==> src/rtl/bwb_pkg.sv <==
package bwb_pkg;

    typedef enum logic {
        ST_IDLE,
        ST_UPPER
    } split_st_t;

    typedef enum logic [1:0] {
        MD_PASS_N,
        MD_PASS_W,
        MD_SPLIT,
        MD_STEER
    } width_mode_t;

    function automatic width_mode_t pick_mode(input logic acc_wide, input logic dev_wide);
        unique case ({acc_wide, dev_wide})
            2'b00:   return MD_PASS_N;
            2'b11:   return MD_PASS_W;
            2'b10:   return MD_SPLIT;
            default: return MD_STEER;
        endcase
    endfunction

endpackage

==> src/rtl/bwb_split_fsm.sv <==
module bwb_split_fsm
    import bwb_pkg::*;
#(
    parameter int LW = 8
) (
    input  logic          clk,
    input  logic          rst,
    input  logic          req,
    input  logic          split,
    input  logic          t_ack,
    input  logic [LW-1:0] rd_lane,
    output logic          upper,
    output logic [LW-1:0] lo_byte
);

    split_st_t st_q, st_d;
    logic      cap_lo;

    always_ff @(posedge clk) begin
        if (rst) begin
            st_q    <= ST_IDLE;
            lo_byte <= '0;
        end else begin
            st_q <= st_d;
            if (cap_lo) begin
                lo_byte <= rd_lane;
            end
        end
    end

    always_comb begin
        st_d   = st_q;
        cap_lo = 1'b0;
        unique case (st_q)
            ST_IDLE: begin
                if (req && split && t_ack) begin
                    st_d   = ST_UPPER;
                    cap_lo = 1'b1;
                end
            end
            ST_UPPER: begin
                if (!req || t_ack) begin
                    st_d = ST_IDLE;
                end
            end
            default: st_d = ST_IDLE;
        endcase
    end

    assign upper = (st_q == ST_UPPER);

    // the low byte held for assembly is the one returned by the first narrow cycle.
    p_capture_lo_r4: assert property (@(posedge clk) disable iff (rst)
        (!upper && req && split && t_ack) |=> (upper && lo_byte == $past(rd_lane)));

    // the cycle after reset is released, the machine is idle.
    p_idle_after_reset_r9: assert property (@(posedge clk)
        $past(rst) |-> !upper);

endmodule

==> src/rtl/bwb_lane_steer.sv <==
module bwb_lane_steer
    import bwb_pkg::*;
#(
    parameter int LW = 8,
    localparam int DW = 2 * LW
) (
    input  width_mode_t   mode,
    input  logic          adr0,
    input  logic          upper,
    input  logic [LW-1:0] lo_byte,
    input  logic [DW-1:0] m_wdat,
    input  logic [DW-1:0] t_rdat,
    output logic          t_adr0,
    output logic [1:0]    t_sel,
    output logic [DW-1:0] t_wdat,
    output logic [DW-1:0] m_rdat
);

    logic [LW-1:0] rd_lane [2];
    logic [LW-1:0] wr_lo;
    logic [LW-1:0] wr_hi;

    for (genvar g = 0; g < 2; g++) begin : g_lane
        assign rd_lane[g] = t_rdat[g*LW +: LW];
    end

    assign wr_lo = m_wdat[LW-1:0];
    assign wr_hi = m_wdat[DW-1:LW];

    always_comb begin
        t_adr0 = 1'b0;
        t_sel  = 2'b01;
        t_wdat = '0;
        m_rdat = '0;
        unique case (mode)
            MD_PASS_N: begin
                t_adr0 = adr0;
                t_wdat = {{LW{1'b0}}, wr_lo};
                m_rdat = {{LW{1'b0}}, rd_lane[0]};
            end
            MD_PASS_W: begin
                t_sel  = 2'b11;
                t_wdat = m_wdat;
                m_rdat = t_rdat;
            end
            MD_SPLIT: begin
                t_adr0 = upper;
                t_wdat = {{LW{1'b0}}, (upper ? wr_hi : wr_lo)};
                m_rdat = {rd_lane[0], lo_byte};
            end
            MD_STEER: begin
                t_sel  = adr0 ? 2'b10 : 2'b01;
                t_wdat = {wr_lo, wr_lo};
                m_rdat = {{LW{1'b0}}, rd_lane[adr0]};
            end
            default: ;
        endcase
    end

endmodule

==> src/rtl/bus_width_bridge.sv <==
module bus_width_bridge
    import bwb_pkg::*;
#(
    parameter int AW = 20,
    parameter int LW = 8,
    localparam int DW = 2 * LW
) (
    input  logic          clk,
    input  logic          rst,
    input  logic          tgt_wide,
    input  logic          m_cyc,
    input  logic          m_stb,
    input  logic          m_we,
    input  logic          m_wide,
    input  logic [AW-1:0] m_adr,
    input  logic [DW-1:0] m_wdat,
    output logic [DW-1:0] m_rdat,
    output logic          m_ack,
    output logic          t_cyc,
    output logic          t_stb,
    output logic          t_we,
    output logic [AW-1:0] t_adr,
    output logic [1:0]    t_sel,
    output logic [DW-1:0] t_wdat,
    input  logic [DW-1:0] t_rdat,
    input  logic          t_ack
);

    width_mode_t   mode;
    logic          req;
    logic          is_split;
    logic          upper;
    logic [LW-1:0] lo_byte;
    logic          t_adr0;

    assign mode     = pick_mode(m_wide, tgt_wide);
    assign req      = m_cyc && m_stb;
    assign is_split = (mode == MD_SPLIT);

    bwb_split_fsm #(.LW(LW)) u_fsm (
        .clk     (clk),
        .rst     (rst),
        .req     (req),
        .split   (is_split),
        .t_ack   (t_ack),
        .rd_lane (t_rdat[LW-1:0]),
        .upper   (upper),
        .lo_byte (lo_byte)
    );

    bwb_lane_steer #(.LW(LW)) u_steer (
        .mode    (mode),
        .adr0    (m_adr[0]),
        .upper   (upper),
        .lo_byte (lo_byte),
        .m_wdat  (m_wdat),
        .t_rdat  (t_rdat),
        .t_adr0  (t_adr0),
        .t_sel   (t_sel),
        .t_wdat  (t_wdat),
        .m_rdat  (m_rdat)
    );

    assign t_cyc = m_cyc;
    assign t_stb = req;
    assign t_we  = m_we;
    assign t_adr = {m_adr[AW-1:1], t_adr0};
    assign m_ack = req && t_ack && (!is_split || upper);

    // no target strobe without a live master request
    p_stb_follows_r8: assert property (@(posedge clk) disable iff (rst)
        t_stb |-> (m_cyc && m_stb));

    // an 8-bit target only ever sees the low lane selected
    p_narrow_sel_r2: assert property (@(posedge clk) disable iff (rst)
        (t_stb && !tgt_wide) |-> (t_sel == 2'b01));

    // the second narrow cycle of a split goes to the odd byte
    p_upper_odd_r2: assert property (@(posedge clk) disable iff (rst)
        (t_stb && is_split && upper) |-> t_adr[0]);

    // the first narrow acknowledge never reaches the master
    p_no_early_ack_r3: assert property (@(posedge clk) disable iff (rst)
        (req && is_split && !upper) |-> !m_ack);

    // a narrowed access selects exactly one lane
    p_one_lane_r5: assert property (@(posedge clk) disable iff (rst)
        (t_stb && mode == MD_STEER) |-> ($countones(t_sel) == 1));

    // the master acknowledge is never raised without a target acknowledge
    p_ack_source_r1: assert property (@(posedge clk) disable iff (rst)
        m_ack |-> t_ack);

endmodule

==> config.mk <==
export PLATFORM = sky130hd
export DESIGN_NAME = bus_width_bridge
export DESIGN_NICKNAME = d
export VERILOG_FILES = /design/src/rtl/bwb_pkg.sv /design/src/rtl/bwb_split_fsm.sv /design/src/rtl/bwb_lane_steer.sv /design/src/rtl/bus_width_bridge.sv
export SDC_FILE = /design/constraint.sdc
export NUM_CORES = 1
export LEC_CHECK = 0
export ABC_AREA = 1
export ABC_CLOCK_PERIOD_IN_PS = 1200
export BUFFER_PORTS_ARGS = -buffer_cell sky130_fd_sc_hd__clkbuf_2
export CORE_MARGIN = 10
export CORE_UTILIZATION = 33
export CTS_BUF_LIST = sky130_fd_sc_hd__clkbuf_2 sky130_fd_sc_hd__clkbuf_4 sky130_fd_sc_hd__clkbuf_8
export CTS_CLUSTER_SIZE = 10
export DETAILED_ROUTE_END_ITERATION = 7
export HOLD_SLACK_MARGIN = 0.03
export PLACE_DENSITY_LB_ADDON = 0.3
export SYNTH_ARGS = -nofsm -noshare
export SYNTH_HDL_FRONTEND = slang
export SYNTH_SLANG_ARGS = --single-unit
==> constraint.sdc <==
create_clock -name clk -period 1.2 [get_ports clk]
set_clock_uncertainty 0.05 [all_clocks]
set_input_delay 0.24 -clock clk [delete_from_list [all_inputs] [get_ports clk]]
set_output_delay 0.24 -clock clk [all_outputs]
set_load 0.01 [all_outputs]
After elaboration in Yosys (flattened, before gate mapping)
Index checks and enable logic that the tools add are counted.
{"block": "op_classes", "add_sub_neg": 0, "mul": 0, "div_mod_pow": 0, "n_lt_le_gt_ge": 1, "eq_ne": 5, "shift": 0, "n_mux": 14, "bitwise_logic": 2, "n_reduce_logical": 11}
{"cell": "one-hot mux 16 bit (4 select lines)", "count": 2}
{"cell": "two-way mux 8 bit", "count": 4}
{"cell": "== test 2 bit (second input constant)", "count": 4}
{"cell": "one-hot mux 2 bit (3 select lines)", "count": 1}
{"cell": "logical AND 1 bit", "count": 5}
{"cell": "zero test 2 bit", "count": 2}
{"cell": "one-hot mux 1 bit (2 select lines)", "count": 2}
{"cell": "one-hot mux 2 bit (2 select lines)", "count": 1}
{"cell": "two-way mux 1 bit", "count": 3}
{"cell": "== test 2 x 1 -> 1 bit (second input constant)", "count": 1}
{"cell": "greater-or-equal comparator 2 bit (second input constant)", "count": 1}
{"cell": "zero test 1 bit", "count": 2}
{"cell": "logical OR 1 bit", "count": 2}
{"cell": "two-way mux 2 bit", "count": 1}
{"cell": "inverter 1 -> 2 bit", "count": 1}
{"cell": "inverter 1 bit", "count": 1}
{"block": "totals", "regBits": 9, "latchBits": 0, "mem_bits_rw": 0, "rom_bits": 0, "in_bits": 60, "wordCells": 35, "n_memories": 0}

Depth between registers and ports, before layout
Gate-level depths: netlist (run 1).
{"block": "logic_depth", "ltp_word": 7, "depth_mapped": 7, "mapped_depth_nobuf": 6}

Hierarchy
Synthesis (run 1) repeated with hierarchy kept, for this count alone.
{"block": "unflattened", "hier_cells": 244, "area_unflattened_um2": 1305.0}
{"mod": "bwb_lane_steer", "instances": 1, "cells_each": 149, "area_each_um2": 641.9, "seq_area_each_um2": 0.0}
{"mod": "bwb_split_fsm", "instances": 1, "cells_each": 60, "area_each_um2": 419.2, "seq_area_each_um2": 180.2}
{"mod": "bus_width_bridge", "instances": 1, "cells_each": 35, "area_each_um2": 244.0, "seq_area_each_um2": 0.0}

Worst setup path before layout (run 1)
Ideal clock, no wire load.
{"block": "synth_path", "path_kind": "in2out", "from": "input port m_adr[0]", "to": "output port t_adr[0]", "arrival_ns": 1.002, "required_time_ns": 0.910, "setup_slack_ns": -0.092, "path_stages": 5, "path_buffers": 3, "path_cell_list": "buf_2 -> clkbuf_1 -> inv_1 -> o21ai_0 -> buf_4"}
{"block": "synth_via", "elab_chain_len": 1}
{"element": "start, declared", "line": "bus_width_bridge.sv:15", "rtl": "input logic [AW-1:0] m_adr,"}
{"element": "one-hot mux 1 bit (2 select lines)", "line": "bwb_lane_steer.sv:35", "rtl": "unique case (mode)"}
{"element": "end, declared", "line": "bus_width_bridge.sv:22", "rtl": "output logic [AW-1:0] t_adr,"}
No other way between the ends.

Final worst setup path (run 1)
{"block": "layout_path", "from": "register u_fsm.st_q (netlist: u_fsm.upper)", "to": "output port m_ack"}
{"block": "layout_via", "elab_chain_len": 2}
{"element": "start, declared", "line": "bwb_split_fsm.sv:16", "rtl": "split_st_t st_q, st_d;"}
{"element": "start signal, assigned", "line": "bwb_split_fsm.sv:24", "rtl": "st_q <= st_d;"}
{"element": "logical OR 1 bit", "line": "bus_width_bridge.sv:68", "rtl": "assign m_ack = req && t_ack && (!is_split || upper);"}
{"element": "logical AND 1 bit", "line": "bus_width_bridge.sv:68"}
{"element": "end, declared", "line": "bus_width_bridge.sv:18", "rtl": "output logic m_ack,"}
No other way between the ends.

==> results.toml, run 1 <==
[outcome]
status = "complete, but fails checks"
violations = "negative setup slack"

[synthesis]
async_flop_share_pct = 0
synth_most_common_cell = "nand2_1"
synth_top_area_cell = "nand2_1"
synth_top_area_share_pct = 18.1
synth-seq-cells = 9
synth_edf_count = 0
syn-cell-area_mm2 = 0.00114
synthFlopType = "dfxtp_1"
synth_area_per_cell_um2 = 5.77
synthCells = 198
yosysWarnings = 0
synth_common_cells = "55 x nand2_1, 30 x inv_1, 23 x buf_4"
yosysUniqueCellTypes = 19
yosys-top-cells-area = "nand2_1 18%, dfxtp_1 16%, buf_4 15%"
yosysSeqAreaShare_pct = 15.8
syn_nets = 258

[clock_network]
htreeDepth = 1
cts_tree = "built"
clock_sink_count = 9
clock_path_buffers = 2
insertion_delay_ps = 260
cts_made_buffers = 3
cts_root_buffer = "clkbuf_4"
clkTransAtPathRegs_ps = 70

[worst_setup_path]
required_ps = 910
worstPathArrival_ps = 1070
r2r_cells = 6
worstReg2RegEnd = "u_fsm.lo_byte[3]"
r2r-start = "u_fsm.upper"
cp-end-kind = "output pin"
cp_max_fo = 4
critPathKind = "reg -> out"
rrSetupSlack_ps = -40
worstSetupStartpointType = "flop"

[global_route]
grt_use_total_pct = 13.0
grt_pass1_wl_um = 6800
first_global_vias = 1462
grt_start_max_net_pins = 19
gr-total-overflow = 0
antenna_found_initial = 0

[route]
post-route-drc-count = 0
ant_nets = 0
via_per_inst = 4.64
drt_iter0_markers = 49
firstDrtPassIters = 6
vias = 1466
wl_per_cell_um = 13.6
detail_route.wirelength_um = 4300

[layout]
post-route-util_pct = 51.7
final_nets = 331
area_growth_pct = 51.0
final_layout_size_suffix_gt1_share_pct = 49.3
num_antenna_cells = 0
nFillCells = 364

[timing]
finalHoldViolCount = 0
max_freq_mhz = 735
slew_violations = 0
setup_viol = 44
tns_ps = -4290
setup_ws_ps = -161
period_needed_ps = 1360
worst_slew_pin_slew_ps = 369
fin_crit_sh_pct = 113
worst_hold_slack_ps = 87.9
rsz0062_at_grt = "yes"
slew_headroom_pct = 75.4

[floorplan]
core_mm2 = 0.00334
pin_count = 118
dieArea_mm2 = 0.00621
die_w_um = 78.8
rows = 21
die_h_um = 78.8
start_util_pct = 34.2

[placed_design]
gp_congestion = 0.807
hpwl_um = 3380
port_buffers = 77

[hold_path]
hold_depth = 2
hold_start = "rst"
whs_endpoint = "u_fsm.upper"
hp-class = "in -> reg"

[power]
irDropWorstVdd_uv = 370
power.leakage_uw = 0.000976
power_uw = 1070
p_per_area_mw_per_mm2 = 623

[run]
maxCapViolCount = 0
==> critical path: stages, from the launching register on <==
cell	delay (ps)
dfxtp_4	390
nand3b_1	190
nand2_1	70
inv_1	30
buf_2	130
==> where the power goes <==
part	switching (µW)	leakage, µW	internal, µW
clock network	110	0.0000184	151
registers	6.63	0.0000736	303
logic	279	0.000884	225
total	396	0.000976	679
==> state kept, by name (all words and copies together), names as in the netlist <==
signal / count
u_fsm.lo_byte: 8
u_fsm.upper: 1
==> layout make-up <==
| class | count | area (µm²) | share of cell area, % |
|---|---|---|---|
| well taps | 46 | 57.6 | 3.34 |
| repair buffers | 94 | 562 | 32.6 |
| flip-flops and latches | 9 | 184 | 10.7 |
| inverters | 31 | 125 | 7.25 |
| multi-input cells | 132 | 767 | 44.5 |
| clock buffers | 4 | 30.0 | 1.74 |
==> cells by family (layout without fill, tap and decap cells) <==
family          count (synthesis)  count (layout)  share of synthesized area [%]
compound gates                 34              34                           20.2
buf+inv                        58             129                           27.7
flops                           9               9                           15.8
simple gates                   97              98                           36.4
==> metal layers <==
metal  GRT usage, %  routed length (µm)  vias up
met5              0                   0        -
met4           4.30                  38        0
met3           5.86                 475        6
met2           22.8                2080       58
met1           13.4                1710      639
li1               -                   -      763
==> stage by stage <==
stage / area, µm² / setup slack (ps) / std cells
floorplan: 1150 / -46.2 / 198
CTS: 1610 / -157 / 315
global placement: 1530 / -255 / 310
global route: 1730 / -207 / 316
finish: 1730 / -161 / 316
detailed placement: 1530 / -272 / 310
==> cell usage in the layout (no fill, tap or decap), drive strengths merged <==
cell type / count
or2: 1
inv: 30
o211ai: 8
buf: 43
o22ai: 8
clkinvlp: 1
nand3b: 1
nand2: 58
dfxtp: 9
clkbuf: 55
nand3: 18
o21ai: 17
a21oi: 1
nor2: 20
==> how the worst max path moves through the flow <==
| stage | from | endpoint | slack [ps] |
|---|---|---|---|
| global placement | tgt_wide | m_rdat[0] | -260 |
| floorplan | tgt_wide | t_sel[1] | -50 |
| CTS | tgt_wide | m_rdat[0] | -160 |
| finish | u_fsm.upper | m_ack | -160 |
| detailed placement | tgt_wide | m_rdat[0] | -270 |
| global route | tgt_wide | m_rdat[5] | -210 |
==> what timing repair did <==
action	CTS	global route
hold buffers	0	0
buffers inserted	2	0
pin swaps	2	12
setup endpoints to repair	36	44
gates resized for setup	21	54
gates cloned	0	1
No activity file was read; power rests on OpenSTA's default activity.
==> run 2, diff against run 1 <==
PLACE_DENSITY = 0.79   (was default)
PLACE_DENSITY_LB_ADDON = default   (was 0.3)
SLEW_MARGIN = 20   (was default)
==> run 2 against run 1 <==
Compared with the run above: the flow still finishes with violations (negative setup slack); combinational power grew 16%; sequential cell count unchanged; non-clock buffer count up 1; via count is 3.8% higher; cell area up 8.1%; largest power group unchanged.
==> results.toml, run 2 (synthesis results as in run 1) <==
[global_route]
use_met1_pct = 13.7
first_global_vias = 1491
grt_start_max_net_pins = 19
met2_usage_pct = 25.3
antenna_found_initial = 0
gr-total-overflow = 0
grt_use_total_pct = 13.6
grt_pass1_wl_um = 7030
met3_usage_pct = 3.94
top_usage_layer = "met2"

[route]
via_per_inst = 4.82
firstDrtPassIters = 4
wl_per_cell_um = 15.1
post-route-drc-count = 0
drt_iter0_markers = 75
ant_nets = 0
detail_route.wirelength_um = 4760
vias = 1522

[layout]
final_common_cell = "clkbuf_2"
area_growth_pct = 63.3
final_nets = 331
largest_reg_flops = 8
regMostFlops = "u_fsm.lo_byte"
num_antenna_cells = 0
nFillCells = 313
layout_common_cells = "48 x clkbuf_2, 43 x nand2_1, 29 x inv_1"
final_layout_size_suffix_gt1_share_pct = 54.8

[power]
p_per_area_mw_per_mm2 = 635
irDropWorstVdd_uv = 340
power_uw = 1180
power.leakage_uw = 0.00104

[worst_setup_path]
worstReg2RegEnd = "u_fsm.lo_byte[3]"
r2r-start = "u_fsm.upper"
rrSetupSlack_ps = -10
slowest_stage = "or2_4"
worstSetupStartpoint = "tgt_wide"
critPathKind = "in -> out"
critPathMaxStageDelay_ps = 260
crit_path_frequent_cell = "buf_8"
worstPathArrival_ps = 1090
cp_max_fo = 6
worstPathCellList = "buf_8 -> or2_4 -> nand2_4 -> buf_8 -> nand2_1 -> nand3_1 -> buf_2"
worstSetupStartpointType = "input port"
required_ps = 910
cp-end-kind = "output pin"
r2r_cells = 6

[floorplan]
dieArea_mm2 = 0.00621
start_util_pct = 34.2
die_h_um = 78.8
die_w_um = 78.8
rows = 21
core_mm2 = 0.00334
pin_count = 118

[timing]
fin_crit_sh_pct = 115
period_needed_ps = 1380
slew_headroom_pct = 78.7
max_freq_mhz = 727
finalHoldViolCount = 0
setup_viol = 37
rsz0062_at_grt = "yes"
worst_slew_pin_slew_ps = 319
slew_violations = 0
setup_ws_ps = -175

[placed_design]
hpwl_um = 3380
port_buffers = 77
dp_slack_ps = -248
gp_congestion = 0.828

[clock_network]
clock_sink_count = 9
htreeDepth = 1
ctsHoldBuffers = 0
clock_path_buffers = 2
cts_root_buffer = "clkbuf_4"
cts_made_buffers = 3
clkTransAtPathRegs_ps = 80
insertion_delay_ps = 270
cts_tree = "built"

[outcome]
status = "complete, but fails checks"
violations = "negative setup slack"

[hold_path]
hold_start = "rst"
whs_endpoint = "u_fsm.upper"
hold_depth = 2
hp-class = "in -> reg"

[run]
maxCapViolCount = 0
## run 2: per-layer routing
| layer | routed length [µm] | up-vias |
|---|---|---|
| li1 | - | 757 |
| met1 | 1860 | 703 |
| met2 | 2450 | 50 |
| met3 | 352 | 12 |
| met4 | 102 | 0 |
| met5 | 0 | - |
## run 2: metrics by stage
step           util, %  hold slack (ps)  std cells  instance area (µm²)  TNS [ps]
6_report          55.9             73.8        316                 1870     -3730
5_1_grt           55.9              115        316                 1870     -5720
4_1_cts           51.3             84.4        315                 1710     -3880
3_5_place_dp      44.7              376        307                 1490     -6850
3_3_place_gp      44.7              364        307                 1490     -6230
2_1_floorplan        -              259        198                 1150      -109
## run 2: critical path: cells and delay by family
family        cells  cell delay (ps)
buf+inv           3              370
simple gates      4              460
## run 2: worst max-delay path by stage
stage | cells after the start | slack, ps | end
floorplan | 5 | -50 | t_sel[1]
global placement | 7 | -240 | m_rdat[0]
detailed placement | 7 | -250 | m_rdat[2]
CTS | 7 | -160 | m_rdat[5]
global route | 7 | -210 | m_rdat[7]
finish | 7 | -180 | m_rdat[4]
## run 2: cell type report
class / instances / area, µm² / area share (%)
inverter: 31 / 125 / 6.71
multi-input combinational: 131 / 840 / 45.0
timing repair buffer: 95 / 629 / 33.7
tap: 46 / 57.6 / 3.09
clock buffer: 4 / 30.0 / 1.61
sequential: 9 / 184 / 9.86
## run 2: what timing repair did
item | CTS | global route
endpoints found under the setup margin | 36 | 44
pin swaps | 4 | 13
cloned | 0 | 0
resized for setup | 41 | 65
buffers inserted | 4 | 1
## run 2: power breakdown
group	internal [µW]	switching, µW
sequential	303	5.93
combinational	272	315
clock	151	136
total	726	458
